$ cat config.mk
export PLATFORM = sky130hd
export DESIGN_NAME = tdm_codec_master
export DESIGN_NICKNAME = d
export VERILOG_FILES = /design/src/rtl/tdm_pkg.sv /design/src/rtl/tdm_clkgen.sv /design/src/rtl/tdm_framer.sv /design/src/rtl/tdm_txlane.sv /design/src/rtl/tdm_bufbank.sv /design/src/rtl/tdm_codec_master.sv
export SDC_FILE = /design/constraint.sdc
export NUM_CORES = 1
export LEC_CHECK = 0
export CORE_ASPECT_RATIO = 1.5
export CORE_MARGIN = 3
export CORE_UTILIZATION = 40
export DETAILED_ROUTE_END_ITERATION = 10
export DONT_BUFFER_PORTS = 1
export PLACE_DENSITY = 0.52
export SYNTH_ARGS = -nofsm -noshare
export SYNTH_HDL_FRONTEND = slang
export SYNTH_SLANG_ARGS = --single-unit
$ cat constraint.sdc
create_clock -name clk -period 8.6 [get_ports clk]
set_input_delay 1.72 -clock clk [delete_from_list [all_inputs] [get_ports clk]]
set_output_delay 1.72 -clock clk [all_outputs]
set_load 0.02 [all_outputs]
$ cat src/rtl/tdm_pkg.sv
package tdm_pkg;

    // Bit-clock event seen in the current system cycle
    typedef enum logic [1:0] {
        EV_NONE = 2'd0,
        EV_RISE = 2'd1,
        EV_FALL = 2'd2
    } sck_ev_t;

    // Mask with bits [last_bit:0] set
    function automatic logic [31:0] low_mask(input logic [31:0] last_bit);
        logic [32:0] wide;
        wide = (33'd1 << (last_bit + 32'd1)) - 33'd1;
        return wide[31:0];
    endfunction

endpackage

$ cat src/rtl/tdm_clkgen.sv
module tdm_clkgen
    import tdm_pkg::*;
#(
    parameter int DIV_W = 8
) (
    input  logic             clk,
    input  logic             rst,
    input  logic             en,
    input  logic [DIV_W-1:0] half_div,
    output logic             sck,
    output sck_ev_t          ev
);

    logic [DIV_W-1:0] cnt;
    logic             tick;

    assign tick = en && (cnt >= half_div);

    always_ff @(posedge clk) begin
        if (rst || !en) begin
            cnt <= '0;
            sck <= 1'b0;
        end else if (tick) begin
            cnt <= '0;
            sck <= ~sck;
        end else begin
            cnt <= cnt + 1'b1;
        end
    end

    always_comb begin
        if (!tick)    ev = EV_NONE;
        else if (sck) ev = EV_FALL;
        else          ev = EV_RISE;
    end

    a_r1_sck_parks_low: assert property (@(posedge clk) disable iff (rst)
        !en |=> !sck);

    a_r2_sck_holds_between_ticks: assert property (@(posedge clk) disable iff (rst)
        (en && !tick) |=> $stable(sck));

endmodule

$ cat src/rtl/tdm_framer.sv
module tdm_framer
    import tdm_pkg::*;
#(
    parameter int BIT_W  = 4,
    parameter int SLOT_W = 3
) (
    input  logic              clk,
    input  logic              rst,
    input  logic              en,
    input  sck_ev_t           ev,
    input  logic [BIT_W-1:0]  word_last,
    input  logic [SLOT_W-1:0] slot_last,
    output logic [SLOT_W-1:0] slot,
    output logic [BIT_W-1:0]  bitn,
    output logic [SLOT_W-1:0] nxt_slot,
    output logic [BIT_W-1:0]  nxt_bit,
    output logic              step,
    output logic              lead,
    output logic              live,
    output logic              fsync
);

    logic started;
    logic prime;
    logic word_done;

    always_comb begin
        word_done = (bitn == '0);
        nxt_bit   = word_done ? word_last : bitn - 1'b1;
        if (!word_done)              nxt_slot = slot;
        else if (slot >= slot_last)  nxt_slot = '0;
        else                         nxt_slot = slot + 1'b1;
    end

    assign step = (ev == EV_RISE) && started;
    assign lead = (ev == EV_RISE) && !started;
    assign live = started && !prime;

    always_ff @(posedge clk) begin
        if (rst || !en) begin
            started <= 1'b0;
            prime   <= 1'b0;
            slot    <= '0;
            bitn    <= '0;
            fsync   <= 1'b0;
        end else if (lead) begin
            started <= 1'b1;
            prime   <= 1'b1;
            slot    <= slot_last;
            bitn    <= '0;
            fsync   <= 1'b1;
        end else if (step) begin
            prime   <= 1'b0;
            slot    <= nxt_slot;
            bitn    <= nxt_bit;
            fsync   <= (nxt_slot == slot_last) && (nxt_bit == '0);
        end
    end

    a_r4_fsync_only_when_running: assert property (@(posedge clk) disable iff (rst)
        fsync |-> started);

    a_r3_position_holds_between_rises: assert property (@(posedge clk) disable iff (rst)
        (en && ev != EV_RISE) |=> ($stable(bitn) && $stable(slot)));

endmodule

$ cat src/rtl/tdm_txlane.sv
module tdm_txlane #(
    parameter int WORD_W = 16,
    parameter int BIT_W  = 4
) (
    input  logic              clk,
    input  logic              rst,
    input  logic              en,
    input  logic              step,
    input  logic              lead,
    input  logic [BIT_W-1:0]  nxt_bit,
    input  logic [BIT_W-1:0]  word_last,
    input  logic              slot_tx_on,
    input  logic [WORD_W-1:0] fresh_word,
    output logic              sdo,
    output logic              sdo_oe
);

    logic [WORD_W-1:0] held;
    logic              slot_start;

    assign slot_start = (nxt_bit == word_last);

    always_ff @(posedge clk) begin
        if (rst || !en) begin
            held   <= '0;
            sdo    <= 1'b0;
            sdo_oe <= 1'b0;
        end else if (lead) begin
            sdo    <= 1'b0;
            sdo_oe <= 1'b0;
        end else if (step) begin
            sdo_oe <= slot_tx_on;
            if (slot_start) begin
                held <= fresh_word;
                sdo  <= slot_tx_on && fresh_word[nxt_bit];
            end else begin
                sdo  <= slot_tx_on && held[nxt_bit];
            end
        end
    end

    a_r6_oe_low_when_disabled: assert property (@(posedge clk) disable iff (rst)
        !en |=> !sdo_oe);

    a_r5_line_changes_on_rise: assert property (@(posedge clk) disable iff (rst)
        (en && !step && !lead) |=> ($stable(sdo) && $stable(sdo_oe)));

endmodule

$ cat src/rtl/tdm_bufbank.sv
module tdm_bufbank
    import tdm_pkg::*;
#(
    parameter int WORD_W = 16,
    parameter int DEPTH  = 4,
    parameter int IDX_W  = 2,
    parameter int BIT_W  = 4
) (
    input  logic              clk,
    input  logic              rst,
    input  logic              en,
    input  logic              sample,
    input  logic              word_end,
    input  logic              rx_on,
    input  logic              tx_on,
    input  logic              sdi,
    input  logic [BIT_W-1:0]  word_last,
    input  logic [IDX_W-1:0]  buf_last,
    input  logic              host_we,
    input  logic [IDX_W-1:0]  host_addr,
    input  logic [WORD_W-1:0] host_wdata,
    output logic [WORD_W-1:0] tx_word,
    output logic [WORD_W-1:0] host_rdata,
    output logic              irq
);

    logic [IDX_W-1:0]  idx;
    logic [IDX_W-1:0]  eff_last;
    logic [WORD_W-1:0] rx_sh;
    logic [WORD_W-1:0] shifted;
    logic [WORD_W-1:0] captured;
    logic              rx_write;
    logic              slot_active;
    logic [WORD_W-1:0] tx_view [DEPTH];
    logic [WORD_W-1:0] rx_view [DEPTH];

    always_comb begin
        eff_last    = (buf_last > IDX_W'(DEPTH - 1)) ? IDX_W'(DEPTH - 1) : buf_last;
        shifted     = {rx_sh[WORD_W-2:0], sdi};
        captured    = shifted & WORD_W'(low_mask(32'(word_last)));
        rx_write    = sample && word_end && rx_on;
        slot_active = rx_on || tx_on;
    end

    generate
        for (genvar g = 0; g < DEPTH; g++) begin : g_entry
            logic [WORD_W-1:0] tx_q;
            logic [WORD_W-1:0] rx_q;

            always_ff @(posedge clk) begin
                if (rst)
                    tx_q <= '0;
                else if (host_we && host_addr == IDX_W'(g))
                    tx_q <= host_wdata;
            end

            always_ff @(posedge clk) begin
                if (rst)
                    rx_q <= '0;
                else if (rx_write && idx == IDX_W'(g))
                    rx_q <= captured;
            end

            assign tx_view[g] = tx_q;
            assign rx_view[g] = rx_q;
        end
    endgenerate

    always_ff @(posedge clk) begin
        if (rst || !en) begin
            idx   <= '0;
            rx_sh <= '0;
            irq   <= 1'b0;
        end else begin
            irq <= 1'b0;
            if (sample) begin
                if (rx_on)
                    rx_sh <= shifted;
                if (word_end && slot_active) begin
                    if (idx >= eff_last) begin
                        idx <= '0;
                        irq <= 1'b1;
                    end else begin
                        idx <= idx + 1'b1;
                    end
                end
            end
        end
    end

    assign tx_word    = tx_view[idx];
    assign host_rdata = rx_view[host_addr];

    a_r9_irq_one_cycle: assert property (@(posedge clk) disable iff (rst)
        irq |=> !irq);

    a_r8_irq_with_index_wrap: assert property (@(posedge clk) disable iff (rst)
        irq |-> (idx == '0));

endmodule

$ cat src/rtl/tdm_codec_master.sv
module tdm_codec_master
    import tdm_pkg::*;
#(
    parameter int DIV_W     = 8,
    parameter int WORD_W    = 16,
    parameter int SLOTS     = 8,
    parameter int BUF_DEPTH = 4,
    localparam int BIT_W    = $clog2(WORD_W),
    localparam int SLOT_W   = $clog2(SLOTS),
    localparam int IDX_W    = $clog2(BUF_DEPTH)
) (
    input  logic              clk,
    input  logic              rst,
    input  logic              cfg_enable,
    input  logic [DIV_W-1:0]  cfg_half_div,
    input  logic [BIT_W-1:0]  cfg_word_last,
    input  logic [SLOT_W-1:0] cfg_slot_last,
    input  logic [IDX_W-1:0]  cfg_buf_last,
    input  logic [SLOTS-1:0]  cfg_tx_slots,
    input  logic [SLOTS-1:0]  cfg_rx_slots,
    input  logic              host_we,
    input  logic [IDX_W-1:0]  host_addr,
    input  logic [WORD_W-1:0] host_wdata,
    output logic [WORD_W-1:0] host_rdata,
    input  logic              sdi,
    output logic              sck,
    output logic              fsync,
    output logic              sdo,
    output logic              sdo_oe,
    output logic              irq
);

    sck_ev_t           ev;
    logic [SLOT_W-1:0] slot;
    logic [SLOT_W-1:0] nxt_slot;
    logic [BIT_W-1:0]  bitn;
    logic [BIT_W-1:0]  nxt_bit;
    logic              step;
    logic              lead;
    logic              live;
    logic [WORD_W-1:0] tx_word;
    logic              sample;

    assign sample = (ev == EV_FALL) && live;

    tdm_clkgen #(.DIV_W(DIV_W)) u_clkgen (
        .clk      (clk),
        .rst      (rst),
        .en       (cfg_enable),
        .half_div (cfg_half_div),
        .sck      (sck),
        .ev       (ev)
    );

    tdm_framer #(.BIT_W(BIT_W), .SLOT_W(SLOT_W)) u_framer (
        .clk       (clk),
        .rst       (rst),
        .en        (cfg_enable),
        .ev        (ev),
        .word_last (cfg_word_last),
        .slot_last (cfg_slot_last),
        .slot      (slot),
        .bitn      (bitn),
        .nxt_slot  (nxt_slot),
        .nxt_bit   (nxt_bit),
        .step      (step),
        .lead      (lead),
        .live      (live),
        .fsync     (fsync)
    );

    tdm_txlane #(.WORD_W(WORD_W), .BIT_W(BIT_W)) u_txlane (
        .clk        (clk),
        .rst        (rst),
        .en         (cfg_enable),
        .step       (step),
        .lead       (lead),
        .nxt_bit    (nxt_bit),
        .word_last  (cfg_word_last),
        .slot_tx_on (cfg_tx_slots[nxt_slot]),
        .fresh_word (tx_word),
        .sdo        (sdo),
        .sdo_oe     (sdo_oe)
    );

    tdm_bufbank #(
        .WORD_W (WORD_W),
        .DEPTH  (BUF_DEPTH),
        .IDX_W  (IDX_W),
        .BIT_W  (BIT_W)
    ) u_bufbank (
        .clk        (clk),
        .rst        (rst),
        .en         (cfg_enable),
        .sample     (sample),
        .word_end   (bitn == '0),
        .rx_on      (cfg_rx_slots[slot]),
        .tx_on      (cfg_tx_slots[slot]),
        .sdi        (sdi),
        .word_last  (cfg_word_last),
        .buf_last   (cfg_buf_last),
        .host_we    (host_we),
        .host_addr  (host_addr),
        .host_wdata (host_wdata),
        .tx_word    (tx_word),
        .host_rdata (host_rdata),
        .irq        (irq)
    );

endmodule

---- Word level (Yosys, flattened, before mapping) ----
Index checks and enable logic that the tools add are counted.
storage, ports and cells
  register bits ........................... 183
  RAM bits ................................ 0
  memory bits (read-only) ................. 0
  memories ................................ 0
  output and inout port bits .............. 21
  latch bits .............................. 0
operators by class
  bitwise gates (word level) .............. 7
  multipliers ............................. 0
  mux-type cells .......................... 31
  add/sub/neg operators ................... 6
  equality and inequality tests ........... 10
  order comparisons ....................... 9
  reductions and logical operators ........ 35
  shift-type cells ........................ 1
  divide/modulo/power cells ............... 0
operators with widths
  operator                 count
  $bmux W16 S2             2
  $mux W16                 4
  $shl A1 B32 Y16 const A  1
  $logic_and A1 B1 Y1      19
  $and A16 B16 Y16         1
  $sub A16 B1 Y16 const B  1
  $mux W3                  4
  $mux W1                  11
  $eq A2 B2 Y1 const B     5
  $bmux W1 S3              3
  $add A8 B1 Y8 const B    1
  $bmux W1 S4              2
  $ge A8 B8 Y1             1
  $logic_not A4 Y1         2
  $lt A3 B4 Y1 const B     2
  $mux W2                  4
  $eq A2 B1 Y1 const B     3
  $ge A3 B3 Y1 const B     2
  $not A2 Y3               2
  $add A4 B1 Y5 const B    1
  $lt A4 B5 Y1 const B     1
  $eq A4 B4 Y1             1
  $logic_not A2 Y1         2
  $mux W4                  1
  15 further kinds         23

---- Depth between registers and ports, before layout ----
Gate-level depths: netlist of the first run.
  word-level depth ........................ 8
  mapped depth ............................ 12
  gate-level depth less buffers ........... 10

---- By module ----
A second synthesis of the first run with hierarchy kept.
second synthesis, totals
  cells, all modules ...................... 992
  area, all modules ....................... 8,934.8 µm²
modules (own cells, without submodules)
  module            cells an instance  times used  sequential area each (µm²)  area an instance (µm²)
  tdm_bufbank       730                1           2,922.8                     6,363.6
  tdm_txlane        86                 1           360.3                       1,023.5
  tdm_framer        90                 1           200.2                       703.2
  tdm_clkgen        74                 1           180.2                       646.9
  tdm_codec_master  12                 1           0.0                         197.7

---- Worst setup path before layout of the first run ----
Ideal clock, no wire load.
  path type ............................... in2out
  from .................................... in host_addr[0]
  to ...................................... out host_rdata[10]
  path slack .............................. 3,608 ps
  stages on the path ...................... 3
  arrival ................................. 3,272 ps
  cells stage by stage .................... buf_1 buf_1 mux4_2
on the way
  longest elaborated chain between the ends .. 4
RTL lines
  item                                         line                    text
  from (decl)                                  tdm_codec_master.sv:22  input logic [IDX_W-1:0] host_addr,
  $not A2 Y3 (not written as such)             tdm_bufbank.sv:92       assign host_rdata = rx_view[host_addr];
  $bmux W16 S2                                 tdm_bufbank.sv:92
  $mux W16 (not written as such) (2 in a row)  tdm_bufbank.sv:92
  to (decl)                                    tdm_codec_master.sv:24  output logic [WORD_W-1:0] host_rdata,
No other way between the ends. The select of a mux whose other input is x is not followed.

---- Worst setup path in the final report of the first run ----
  from .................................... in cfg_half_div[7]
  to ...................................... reg u_bufbank.g_entry[0].rx_q[1]
on the way
  longest elaborated chain between the ends .. 8
RTL lines
  item                              line                    text
  from (decl)                       tdm_codec_master.sv:15  input logic [DIV_W-1:0] cfg_half_div,
  $ge A8 B8 Y1                      tdm_clkgen.sv:17        assign tick = en && (cnt >= half_div);
  $logic_and A1 B1 Y1               tdm_clkgen.sv:17
  $mux W2                           tdm_clkgen.sv:32        if (!tick) ev = EV_NONE;
  $eq A2 B2 Y1                      tdm_codec_master.sv:44  assign sample = (ev == EV_FALL) && live;
  $logic_and A1 B1 Y1               tdm_codec_master.sv:44
  $logic_and A1 B1 Y1 (2 in a row)  tdm_bufbank.sv:41       rx_write = sample && word_end && rx_on;
  $logic_and A1 B1 Y1               tdm_bufbank.sv:60       else if (rx_write && idx == IDX_W'(g))
  to (signal assigned)              tdm_bufbank.sv:61       rx_q <= captured;
  to (decl)                         tdm_bufbank.sv:48       logic [WORD_W-1:0] rx_q;
No other way between the ends.
A chain may end at the register's enable or synchronous reset.

==> metrics.cfg, run 1 <==
[clock_network]
cts-root-buf=clkbuf_16
cts_buffers=17
clk_pin_slew_worst_paths_ps=70
cts_hold_buf=0
cts_buffer_depth=2
cts.sinks=183
post_cts_buffers=0
htreeDepth=4
postCtsResizedCells=0
clk_latency_ps=430
cts_tree=done

[grt]
antenna_found_initial=0
grt_max_degree=131
overflow=0
grt_util_all_layers_pct=19.17
grt_pass1_vias=6521
grt_pass1_wl_mm=36.14

[synthesis]
synth_edf_count=0
yosysMostFrequentCell=nand2_1
yosysUniqueCellTypes=65
async_reset_ff_share_pct=0
synth_ff_type=dfxtp_1
syn_inst=1008
yosysSeqAreaShare_pct=41.94
yosysTopAreaCell=dfxtp_1
mappedNetlistArea_um2=8736
synthDominantCellAreaShare_pct=41.94
synth_area_leaders=dfxtp_1 (42%), nand2_1 (11%), mux4_2 (9.3%)
synthTopCellsByCount=nand2_1 (258), dfxtp_1 (183), a21oi_1 (138)
synth.net_count=1085
ys_ff_latch=183
avgSynthCellArea_um2=8.667
yosys_warnings=0

[routing]
wl_met2_mm=11.82
met1_length_mm=9.148
top_layer=met4
vias=6683
vias_per_cell=5.364
final_antenna_net_count=0
routedWlPerCell_um=17.83
drt-initial-drc-count=461
drc=0
drt-total-wl_mm=22.21
detail_route.first_pass.iterations=5
wl_met3_um=760

[floorplanning]
start_util_pct=41.16
die_h_um=187.0
dieWidth_um=126.7
row_count=65
die-area_um2=23690
ios=77
core_area_um2=21230

[placement]
port_buffers=0
dp_hpwl_mm=14.53
gp_congestion=0.7627

[cells_and_area]
drive_gt1_share_pct=9.816
num_antenna_cells=0
area_delta_synth_final_pct=7.634
fin_nets=1042
seqCellArea_um2=3664
fillers=2111
final_util_pct=44.30
multi_input_area_um2=4695

[timing]
skew_ps=10.83
min_period_over_period_pct=48.42
max_freq_mhz=240.1
worstMarginPinSlew_ps=1037
setup_viol=0
fin_setup_tns_ps=0
min_period_ps=4164
rsz0062_at_grt=no
slew_violations=0
relSlewSlack_pct=30.84
finalHoldViolations=0

[critical_path]
cp_num_buf_inv=2
critPathSlowestCell=and3_1
cp_cell_sequence=inv_1 -> ha_1 -> nand4_1 -> o31ai_2 -> and3_1 -> buf_4 -> and3_1 -> mux2i_1 -> nor2_1
crit_top_cell=and3_1
required_ps=8920
end_kind=flip-flop
cp_max_fo=22
max_stage_delay_ps=910
cp_data_arrival_time_ps=4490
path_delay_family=simple AND/OR/NAND/NOR gates
crit_type=in2reg
crit_path_start_kind=primary input

[power_and_ir_drop]
p_per_area_nw_per_um2=180.5
peakVddDrop_uv=114.7
finalPower_mw=1.698
leakagePower_nw=3.284

[status]
status=finished clean

[worst_hold_path]
min_path_type=reg2reg

[flow_run]
drv_cap=0

-- where the power goes --
| part | internal [mW] | switching (mW) | total [mW] |
|---|---|---|---|
| registers | 0.857 | 0.00517 | 0.862 |
| logic | 0.0313 | 0.0416 | 0.0728 |
| clock network | 0.391 | 0.371 | 0.763 |
| total | 1.28 | 0.418 | 1.70 |
-- area by class of cell --
cell class                      instances  share of cell area [%]
Inverter                               23                  0.9182
Sequential cell                       183                   38.96
Clock inverter                         14                   1.397
Multi-Input combinational cell        733                   49.93
Tap cell                              268                   3.566
Timing Repair Buffer                    7                  0.5589
Clock buffer                           18                   4.671
-- sequential cells by signal, summed over array words and instances (netlist names) --
register and cells:
u_txlane.held 16, u_framer.fsync 1, u_txlane.sdo_oe 1, u_txlane.sdo 1, u_bufbank.irq 1, u_framer.prime 1
u_framer.slot 3, u_bufbank.rx_sh 15, u_clkgen.cnt 8, u_bufbank.g_entry.tx_q 64, u_framer.started 1, u_bufbank.idx 2
u_bufbank.g_entry.rx_q 64, u_clkgen.sck 1, u_framer.bitn 4
-- metrics by stage --
stage                     hold slack [ps]  area (µm²)  setup slack (ps)  std cells
after detailed placement            439.0        8832              3976       1214
after CTS                           449.2        9403              4425       1246
final                               447.7        9403              4436       1246
after floorplan                     428.6        8736              3608       1008
after global routing                468.5        9403              4159       1246
after global placement              432.3        8832              4024       1214
-- per-layer routing --
layer | vias to the layer above | global-route usage [%]
met5 | - | 0
met4 | 0 | 7.060
met3 | 21 | 3.657
met2 | 121 | 34.03
met1 | 3182 | 22.76
li1 | 3359 | -
-- kinds of logic (layout without fill, tap and decap cells) --
logic type | after synthesis | count (layout) | synth area share [%]
AND/OR/NAND/NOR | 406 | 406 | 19.46
multiplexers | 105 | 105 | 17.43
other | 1 | 1 | 0.04293
adder cells (fa/ha/maj) | 21 | 21 | 3.008
AO/OA/AOI/OAI | 184 | 184 | 12.10
buffers and inverters | 92 | 62 | 4.411
flip-flops | 183 | 183 | 41.94
XOR/XNOR | 16 | 16 | 1.604
-- worst register-to-register path, delay by kind of cell (launching register included) --
| family | cells | cell delay (ps) |
|---|---|---|
| adder cells (fa/ha/maj) | 1 | 240 |
| multiplexers | 2 | 990 |
| buffers and inverters | 1 | 90 |
| AO/OA/AOI/OAI | 4 | 870 |
| AND/OR/NAND/NOR | 1 | 670 |
| flip-flops | 1 | 350 |
-- path summary, 6_finish.rpt --
| kind | start | end | slack, ps | cells after the start |
|---|---|---|---|---|
| setup / recovery | cfg_half_div[7] | u_bufbank.g_entry[0].rx_q[1]$_SDFFE_PP0P_ | 4440 | 9 |
| setup reg to reg | u_framer.bitn[0]$_SDFFE_PP0P_ | u_txlane.sdo$_SDFFE_PP0P_ | 5280 | 9 |
| hold reg to reg | u_bufbank.g_entry[0].tx_q[14]$_SDFFE_PP0P_ | u_bufbank.g_entry[0].tx_q[14]$_SDFFE_PP0P_ | 450 | 2 |
| hold / removal | u_bufbank.g_entry[0].tx_q[14]$_SDFFE_PP0P_ | u_bufbank.g_entry[0].tx_q[14]$_SDFFE_PP0P_ | 450 | 2 |
-- cell usage in the layout (no fill, tap or decap), drive strengths merged, types with 4 or more instances in the layout --
cell type and count:
nand2 258, mux2 7, o21ai 9, nand2b 5, or2 4, clkinv 7, dfxtp 183, xnor2 9
and3 11, mux2i 62, ha 21, inv 29, nand3 16, nor3 6, xor2 7, a21oi 139
a211oi 5, clkbuf 18, nor2 79, o21a 5, mux4 36, nor2b 8, buf 7
Power figures use the tool's default switching activity.
==> inputs of run 2 (changes only) <==
==> constraint.sdc (replaced) <==
create_clock -name clk -period 3.85 [get_ports clk]
set_input_delay 0.77 -clock clk [delete_from_list [all_inputs] [get_ports clk]]
set_output_delay 0.77 -clock clk [all_outputs]
set_load 0.02 [all_outputs]
==> run 2 against run 1 <==
Net effect:
- routed wire length increased by 0.29%
- clock-buffer cell count unchanged
- cell area up 1.0%
- clock power grew 130%
- largest power group unchanged
- clock skew barely moved
- global-route usage decreased by 0.10 points
- core utilization increased by 0.45 points
- register-to-register slack got worse by 4400 ps
- sequential cell count stayed put
- non-clock buffer count up 8
- final cell count increased by 0.64%
- via count is 0.49% higher
==> metrics.cfg, run 2 (same netlist as run 1, synthesis figures left out) <==
[cells_and_area]
reg_top3=u_bufbank.g_entry.rx_q x64, u_bufbank.g_entry.tx_q x64, u_txlane.held x16
seqCellArea_um2=3664
drive_gt1_share_pct=10.65
area_delta_synth_final_pct=8.722
multi_input_area_um2=4697
final_common_cell=nand2_1
fillers=2080
final_util_pct=44.75
fin_nets=1050
layout_common_cells=nand2_1 (258), dfxtp_1 (183), a21oi_1 (138)
num_antenna_cells=0

[power_and_ir_drop]
p_seq_share_pct=49.6
intPower_mw=2.979
peakVddDrop_uv=301.5
switching_share_pct=23.28
pwr-share-comb_pct=4.2
p_per_area_nw_per_um2=408.8
leakagePower_nw=3.333
p_sw_uw=903.7
clock_power_share_pct=46.2

[routing]
drt-total-wl_mm=22.28
wl_met2_mm=12.03
detail_route.first_pass.iterations=5
vias_per_cell=5.356
top_layer=met4
met1_length_mm=9.171
wl_met3_um=714
final_antenna_net_count=0
routedWlPerCell_um=17.76
vias=6716
drt-initial-drc-count=334
drc=0

[floorplanning]
core_area_um2=21230
die_h_um=187.0
dieWidth_um=126.7
die-area_um2=23690
start_util_pct=41.16
ios=77
row_count=65

[clock_network]
cts_hold_buf=0
postCtsResizedCells=0
cts_buffers=17
clk_latency_ps=430
cts_tree=done
cts.sinks=183
clk_pin_slew_worst_paths_ps=80
cts-root-buf=clkbuf_16
post_cts_buffers=0
cts_buffer_depth=2
htreeDepth=4

[critical_path]
critPathSlowestCell=mux2_2
cp_cell_sequence=inv_1 -> ha_1 -> nor3b_2 -> buf_4 -> mux2_2 -> mux2_2 -> o311a_1 -> o211a_1 -> a2111oi_2 -> a211oi_2
path_delay_family=multiplexers
cp_max_fo=16
rrSetupSlack_ps=840
cp_data_arrival_time_ps=3320
end_kind=flip-flop
crit_path_start_kind=flip-flop
max_stage_delay_ps=520
crit_top_cell=mux2_2
crit_type=reg2reg
cp_num_buf_inv=2
required_ps=4160

[timing]
slew_violations=0
min_period_over_period_pct=78.18
setup_viol=0
skew_ps=10.99
min_period_ps=3010
max_freq_mhz=332.2
fin_setup_tns_ps=0
rsz0062_at_grt=no
finalHoldViolations=0
worstMarginPinSlew_ps=936.5
relSlewSlack_pct=37.50

[placement]
port_buffers=0
dp_hpwl_mm=14.70
gp_congestion=0.7667

[grt]
grt_pass1_vias=6639
antenna_found_initial=0
grt_max_degree=131
overflow=0
grt_pass1_wl_mm=36.21
grt_util_all_layers_pct=19.07

[worst_hold_path]
min_path_type=in2reg

[status]
status=finished clean

[flow_run]
drv_cap=0

-- run 2: final timing paths --
kind                                                  start                                          to  cells past startpoint
setup / recovery              u_framer.bitn[0]$_SDFFE_PP0P_                   u_txlane.sdo$_SDFFE_PP0P_                     10
hold / removal                                          rst  u_bufbank.g_entry[2].tx_q[10]$_SDFFE_PP0P_                      1
setup reg to reg              u_framer.bitn[0]$_SDFFE_PP0P_                   u_txlane.sdo$_SDFFE_PP0P_                     10
hold reg to reg   u_bufbank.g_entry[2].rx_q[7]$_SDFFE_PP0P_   u_bufbank.g_entry[2].rx_q[7]$_SDFFE_PP0P_                      2
-- run 2: cell type report --
class / count / share of cell area, %
well taps: 268 / 3.531
repair buffers: 15 / 1.186
flip-flops and latches: 183 / 38.57
clock inverters: 14 / 1.726
clock buffers: 18 / 4.624
multi-input cells: 733 / 49.45
inverters: 23 / 0.9090
-- run 2: metrics by stage --
step	power (mW)	worst slack [ps]	hold WS, ps	cell area [µm²]	std cells
after CTS	3.942	822.9	379.4	9498	1254
after floorplan	2.128	758.0	428.6	8736	1008
after global routing	4.027	577.2	374.6	9498	1254
after detailed placement	2.135	608.2	436.7	8895	1222
final	3.883	840.2	395.8	9498	1254
after global placement	2.134	650.2	430.8	8895	1222
-- run 2: power groups by stage --
stage | clock [mW] | sequential, mW | combinational [mW]
final | 1.79 | 1.93 | 0.163
after global routing | 1.91 | 1.93 | 0.186
after CTS | 1.85 | 1.93 | 0.165
after detailed placement | 0 | 1.97 | 0.165
after global placement | 0 | 1.97 | 0.164
after floorplan | 0 | 1.97 | 0.162
-- run 2: metal layers --
layer | track usage [%] | vias to the layer above
met4 | 5.863 | 0
met1 | 22.66 | 3221
met2 | 34.62 | 97
met3 | 3.343 | 21
met5 | 0 | -
li1 | - | 3377
